## config.mk

```make
export PLATFORM = sky130hd
export DESIGN_NAME = phyTestWriter
export DESIGN_NICKNAME = d
export VERILOG_FILES = /design/src/rtl/phyTestWriterPkg.sv /design/src/rtl/phyTestWriterCtl.sv /design/src/rtl/phyTestWriterDp.sv /design/src/rtl/phyTestWriter.sv
export SDC_FILE = /design/constraint.sdc
export NUM_CORES = 1
export LEC_CHECK = 0
export ABC_CLOCK_PERIOD_IN_PS = 1900
export BUFFER_PORTS_ARGS = -buffer_cell sky130_fd_sc_hd__buf_2
export CELL_PAD_IN_SITES_DETAIL_PLACEMENT = 0
export CELL_PAD_IN_SITES_GLOBAL_PLACEMENT = 1
export CORE_ASPECT_RATIO = 1.5
export CORE_UTILIZATION = 40
export CTS_BUF_LIST = sky130_fd_sc_hd__clkbuf_2 sky130_fd_sc_hd__clkbuf_4 sky130_fd_sc_hd__clkbuf_8
export CTS_CLUSTER_DIAMETER = 200
export DETAILED_ROUTE_END_ITERATION = 8
export HOLD_SLACK_MARGIN = 0.06
export PLACE_DENSITY = 0.87
export RECOVER_POWER = 25
export SYNTH_ARGS = -nofsm -noshare
export SYNTH_HDL_FRONTEND = slang
export SYNTH_SLANG_ARGS = --single-unit
```

## constraint.sdc

```tcl
create_clock -name clk -period 1.9 [get_ports clk]
set_input_delay 0.19 -clock clk [delete_from_list [all_inputs] [get_ports clk]]
set_output_delay 0.19 -clock clk [all_outputs]
set_load 0.02 [all_outputs]
```

## src/rtl/phyTestWriterPkg.sv

```systemverilog
package phyTestWriterPkg;

  // Phase order is behaviour: the PHY decodes edges in this sequence.
  typedef enum logic [2:0] {
    PH_CLEAR  = 3'd0,
    PH_GAP    = 3'd1,
    PH_RISE   = 3'd2,
    PH_ASETUP = 3'd3,
    PH_AFALL  = 3'd4,
    PH_DSETUP = 3'd5,
    PH_DRISE  = 3'd6,
    PH_TAIL   = 3'd7
  } phaseT;

  localparam int unsigned NUM_PHASES = 8;

  // Strobes from control to datapath.
  typedef struct packed {
    logic load;       // capture operands this cycle
    logic drvClear;   // drive the clear line
    logic drvStrobe;  // drive the strobe line
    logic drvEnable;  // drive the enable line
    logic selCode;    // data-in carries captured code
    logic selData;    // data-in carries captured value
  } ctlStrobesT;

endpackage

```

## src/rtl/phyTestWriterCtl.sv

```systemverilog
module phyTestWriterCtl
  import phyTestWriterPkg::*;
#(
  parameter int HOLD_CYCLES = 2
) (
  input  logic       clk,
  input  logic       rstN,
  input  logic       startReq,
  output ctlStrobesT ctl,
  output logic       busy,
  output logic       done
);

  localparam int CNT_W = (HOLD_CYCLES > 1) ? $clog2(HOLD_CYCLES) : 1;
  localparam logic [CNT_W-1:0] CNT_LAST = CNT_W'(HOLD_CYCLES - 1);

  phaseT            phase;
  logic [CNT_W-1:0] holdCnt;
  logic             active;
  logic             doneQ;
  logic             accept;
  logic             phaseEnd;
  logic             lastPhase;

  assign accept    = startReq && !active;
  assign phaseEnd  = active && (holdCnt == CNT_LAST);
  assign lastPhase = (phase == PH_TAIL);

  always_ff @(posedge clk or negedge rstN) begin
    if (!rstN) begin
      active  <= 1'b0;
      phase   <= PH_CLEAR;
      holdCnt <= '0;
      doneQ   <= 1'b0;
    end else begin
      doneQ <= phaseEnd && lastPhase;
      if (accept) begin
        active  <= 1'b1;
        phase   <= PH_CLEAR;
        holdCnt <= '0;
      end else if (active) begin
        if (phaseEnd) begin
          holdCnt <= '0;
          if (lastPhase) begin
            active <= 1'b0;
            phase  <= PH_CLEAR;
          end else begin
            phase <= phaseT'(3'(phase) + 3'd1);
          end
        end else begin
          holdCnt <= holdCnt + CNT_W'(1);
        end
      end
    end
  end

  always_comb begin
    ctl      = '0;
    ctl.load = accept;
    if (active) begin
      case (phase)
        PH_CLEAR:  ctl.drvClear = 1'b1;
        PH_GAP:    ;
        PH_RISE:   ctl.drvStrobe = 1'b1;
        PH_ASETUP: begin
          ctl.drvStrobe = 1'b1;
          ctl.drvEnable = 1'b1;
          ctl.selCode   = 1'b1;
        end
        PH_AFALL: begin
          ctl.drvEnable = 1'b1;
          ctl.selCode   = 1'b1;
        end
        PH_DSETUP: ctl.selData = 1'b1;
        PH_DRISE: begin
          ctl.drvStrobe = 1'b1;
          ctl.selData   = 1'b1;
        end
        PH_TAIL:   ctl.selData = 1'b1;
        default:   ctl = '0;
      endcase
    end
  end

  assign busy = active;
  assign done = doneQ;

endmodule

```

## src/rtl/phyTestWriterDp.sv

```systemverilog
module phyTestWriterDp
  import phyTestWriterPkg::*;
#(
  parameter int CODE_W = 8
) (
  input  logic              clk,
  input  logic              rstN,
  input  ctlStrobesT        ctl,
  input  logic [CODE_W-1:0] testCode,
  input  logic [CODE_W-1:0] testData,
  output logic              phyClear,
  output logic              phyStrobe,
  output logic              phyEnable,
  output logic [CODE_W-1:0] phyDin
);

  logic [CODE_W-1:0] codeQ;
  logic [CODE_W-1:0] dataQ;

  always_ff @(posedge clk or negedge rstN) begin
    if (!rstN) begin
      codeQ <= '0;
      dataQ <= '0;
    end else if (ctl.load) begin
      codeQ <= testCode;
      dataQ <= testData;
    end
  end

  always_comb begin
    phyDin = '0;
    if (ctl.selCode) phyDin = codeQ;
    else if (ctl.selData) phyDin = dataQ;
  end

  assign phyClear  = ctl.drvClear;
  assign phyStrobe = ctl.drvStrobe;
  assign phyEnable = ctl.drvEnable;

endmodule

```

## src/rtl/phyTestWriter.sv

```systemverilog
module phyTestWriter
  import phyTestWriterPkg::*;
#(
  parameter int HOLD_CYCLES = 2,
  parameter int CODE_W      = 8
) (
  input  logic              clk,
  input  logic              rstN,
  input  logic              startReq,
  input  logic [CODE_W-1:0] testCode,
  input  logic [CODE_W-1:0] testData,
  output logic              phyClear,
  output logic              phyStrobe,
  output logic              phyEnable,
  output logic [CODE_W-1:0] phyDin,
  output logic              busy,
  output logic              done
);

  ctlStrobesT ctlBus;

  phyTestWriterCtl #(.HOLD_CYCLES(HOLD_CYCLES)) u_ctl (
    .clk      (clk),
    .rstN     (rstN),
    .startReq (startReq),
    .ctl      (ctlBus),
    .busy     (busy),
    .done     (done)
  );

  phyTestWriterDp #(.CODE_W(CODE_W)) u_dp (
    .clk       (clk),
    .rstN      (rstN),
    .ctl       (ctlBus),
    .testCode  (testCode),
    .testData  (testData),
    .phyClear  (phyClear),
    .phyStrobe (phyStrobe),
    .phyEnable (phyEnable),
    .phyDin    (phyDin)
  );

endmodule

```

==> flow_summary.rst <==
.. list-table::
   :header-rows: 1

   * - Metric
     - Value
   * - Run status
     - finished, violations left
   * - Violated checks
     - setup timing
   * - Leakage power summed over all cells
     - 0.000710 uW
   * - Flip-flop and latch count after synthesis
     - 22
   * - Worst slew slack as a fraction of its limit
     - between 20% and 30%
   * - Die footprint
     - 2990 sq um
   * - Final Max Slew Viols
     - 0
   * - Sequential share of power
     - 33.2%
   * - Clock latency at the later pin of the worst-skew pair
     - 0.26 ns
   * - Cell area reported after detailed placement
     - between 1000 and 1500 sq um
   * - Worst Path Arrival
     - 1.76 ns
   * - Capturing element of the worst setup path
     - phyDin[7]
   * - Via-per-instance ratio
     - between 4 and 5
   * - Internal power consumption
     - roughly 1700 uW
   * - Number of nets in the synthesized netlist
     - 102
   * - Number of DRC markers in iteration 0
     - 7
   * - Number of antenna violations at the first check in global routing
     - 0
   * - Share of the yosys chip area belonging to registers
     - 49.7%
   * - Worst hold-check path type
     - input pin to flop
   * - Initial standard-cell utilization of the core
     - between 40% and 50%
   * - Clock group share of total power
     - 12.5%
   * - Clock root buffer
     - clkbuf_8
   * - Worst Tran Pin Value
     - between 1 and 1.5 ns
   * - Fraction of synthesized cell area taken by the top area cell type
     - around half
   * - Setup violators final
     - 8
   * - Grt ovf
     - 0
   * - Maximum VDD drop
     - between 0.0009 and 0.001 V
   * - Area of the core
     - around 2600 sq um
   * - Multi-input combinational cell area
     - 558 sq um
   * - Fin crit share
     - 103%
   * - EDFF count, synth
     - 0
   * - Ranking of synthesized cells by instance count
     - dfrtp_1, mux2_4, a22o_1, mux2_2, ha_1
   * - Pwr/cell area
     - 1770 nW/um^2
   * - Number of placed cells counting well taps
     - approximately 140
   * - Most repeated cell in the gate-level netlist after synthesis
     - dfrtp_1
   * - Aggregate global-route resource usage
     - ~16%
   * - Share of post-route cells with drive strength above 1
     - 62.3%
   * - Net total in the final layout
     - 140
   * - Routed WL per cell
     - between 10 and 15 microns
   * - Maximum number of buffers from clock root to sink
     - 2
   * - Number of distinct library cells after synthesis
     - 18
   * - Vertical die dimension
     - 66.4 microns
   * - Worst R2R Setup Slack
     - between 0.5 and 0.6 ns
   * - Number of remaining DRC errors
     - 0
   * - Routed vias
     - between 700 and 800
   * - Cell area after synthesis
     - around 1100 sq um
   * - GPL Wtd Cong
     - approximately 0.73
   * - Syn avg cell area
     - 14.4 sq um
   * - Comb pwr share
     - 54.3%
   * - Peak clock frequency supported by timing
     - a little over 500 MHz
   * - Clk sink count
     - 22
   * - Crit Path Class
     - flop to output port
   * - Power consumption
     - about 2600 uW
   * - Worst-path fanout max
     - 8
   * - Design Area, Final
     - about 1500 sq um
   * - R2r endpoint
     - u_dp.codeQ[6]
   * - Clock transition at the registers of the reported paths
     - 0.08 ns
   * - Reg2reg path depth
     - 3
   * - Post-Syn Instances
     - 77
   * - Clock tree from TritonCTS
     - built
   * - Fill count
     - about 260
   * - Count of yosys warnings during synthesis
     - 0
   * - Number of standard-cell rows in the floorplan
     - 23
   * - Detailed Routing Iterations Pass 1
     - 3
   * - Horizontal extent of the die
     - 45.0 microns
   * - Layout overhead on the synthesized area
     - 33.1%
   * - Worst Setup Slack, final
     - -0.0494 ns
   * - Required time at the worst-slack endpoint
     - approximately 1.7 ns
   * - Post-Layout Cell Count
     - roughly 150
   * - Maxcap violations
     - 0
   * - Fraction of power spent switching nets
     - around 37%
   * - Number of global-route vias before repair
     - between 800 and 900
   * - Estimated wirelength of the detail-placed design
     - around 1500 microns
   * - Worst slack on hold paths
     - 0.160 ns
   * - Top-level port count
     - 32
   * - Cell type with the largest total area after synthesis
     - dfrtp_1
   * - PortBufs
     - 31
   * - Number of inserted diodes
     - 0
   * - Post-detailed-route count of antenna-violating nets
     - 0
   * - Total detailed-routing wirelength
     - between 2000 and 2500 microns
   * - Net switching power figure
     - between 900 and 1000 uW
   * - Type of origin of the critical path
     - flop
   * - Post-route minimum period
     - ~1.9 ns
   * - Total CTS buffers
     - 3
   * - Main area contributors after synthesis
     - dfrtp_1, mux2_4, mux2_2
   * - Sequential standard cell area
     - ~550 sq um
   * - R2R Path Start
     - u_ctl.busy
   * - Leading register cell type out of synthesis
     - dfrtp_1
   * - Share of flip-flops with an asynchronous set or reset after synthesis
     - 100%
   * - RSZ-0062 raised after global routing
     - true
   * - Worst setup path startpoint
     - u_ctl.phase[0]
   * - Final Hold Fails
     - 0
   * - Endpoint class of the critical path
     - output port
   * - Clock Skews
     - 0.00348 ns
   * - Depth of the CTS H-tree
     - 1
   * - Pin count of the biggest net entering global routing
     - 23
   * - Global-route wire length before repair
     - about 3500 microns
-- timing repair --
action | 4_1_cts | 5_1_grt
pin swaps | 1 | 6
endpoints found under the setup margin | 9 | 8
hold buffers | 1 | 0
resized for setup | 18 | 14
endpoints found under the hold margin | 22 | 0
buffers inserted | 2 | 1
-- per-layer routing --
metal / up-vias / global-route usage, % / wire (microns)
li1: 347 / - / -
met1: 364 / 18.1 / 875
met3: 2 / 2.46 / 88
met4: 0 / 5.68 / 7
met2: 23 / 28.6 / 1170
met5: - / 0 / 0
-- cell type report --
type / instances / area share, %
multi-input cells: 48 / 37.9
clock buffers: 4 / 3.74
repair buffers: 37 / 17.1
well taps: 37 / 3.14
inverters: 3 / 0.764
flip-flops and latches: 22 / 37.4
-- cells by family after synthesis --
group	share of synthesized area [%]
buffers and inverters	5.31
flip-flops	49.7
AND/OR/NAND/NOR	4.86
adder cells (fa/ha/maj)	6.78
AO/OA/AOI/OAI	9.83
multiplexers	23.5
-- placed cells by master, fill, tap and decap left out, drive strengths merged --
cell | Yosys | layout
o21ai | 1 | 1
nor2 | 3 | 3
mux2i | 2 | 2
dlygate4sd3 | 0 | 1
mux2 | 18 | 18
nor2b | 2 | 2
dfrtp | 22 | 22
a22o | 9 | 9
o211a | 1 | 1
clkbuf | 0 | 5
nand2 | 2 | 2
o21a | 2 | 2
buf | 4 | 35
inv | 3 | 3
and3 | 2 | 2
ha | 6 | 6
-- stage by stage --
| stage | setup WS, ns | setup TNS, ns | util, % |
|---|---|---|---|
| floorplan | 0.354 | 0 | - |
| global placement | -0.0190 | -0.0190 | 48.2 |
| detailed placement | -0.0570 | -0.219 | 48.2 |
| CTS | -0.0353 | -0.142 | 53.5 |
| global route | -0.106 | -0.623 | 55.7 |
| finish | -0.0494 | -0.167 | 55.7 |
-- worst max-delay path, stage by stage, from the launching register on --
cell     delay, ns
dfrtp_1       0.40
inv_2         0.08
ha_4          0.16
o21a_1        0.20
o211a_4       0.29
a22o_1        0.23
buf_6         0.14
-- power groups by stage --
stage	Sequential, uW	Combinational, uW	Clock (uW)
2_1_floorplan	808	864	0
3_3_place_gp	829	1090	0
3_5_place_dp	843	1120	0
4_1_cts	857	1290	335
5_1_grt	900	1510	351
6_report	865	1410	325
-- worst min path at each step --
stage                startpoint             to  slack (ns)  cells past startpoint
finish              testData[0]  u_dp.dataQ[0]        0.16                      2
detailed placement         rstN     u_ctl.busy        0.18                      1
global placement           rstN     u_ctl.done        0.17                      1
CTS                 testData[0]  u_dp.dataQ[0]        0.16                      2
floorplan                  rstN     u_ctl.busy       -0.11                      0
global route        testCode[2]  u_dp.codeQ[2]        0.15                      2
-- sequential cells by signal, summed over array words and instances, names as in the netlist --
signal and flops:
u_ctl.holdCnt 1, u_ctl.busy 1, u_ctl.done 1, u_dp.dataQ 8, u_dp.codeQ 8, u_ctl.phase 3
No activity file was read; power rests on OpenSTA's default activity.
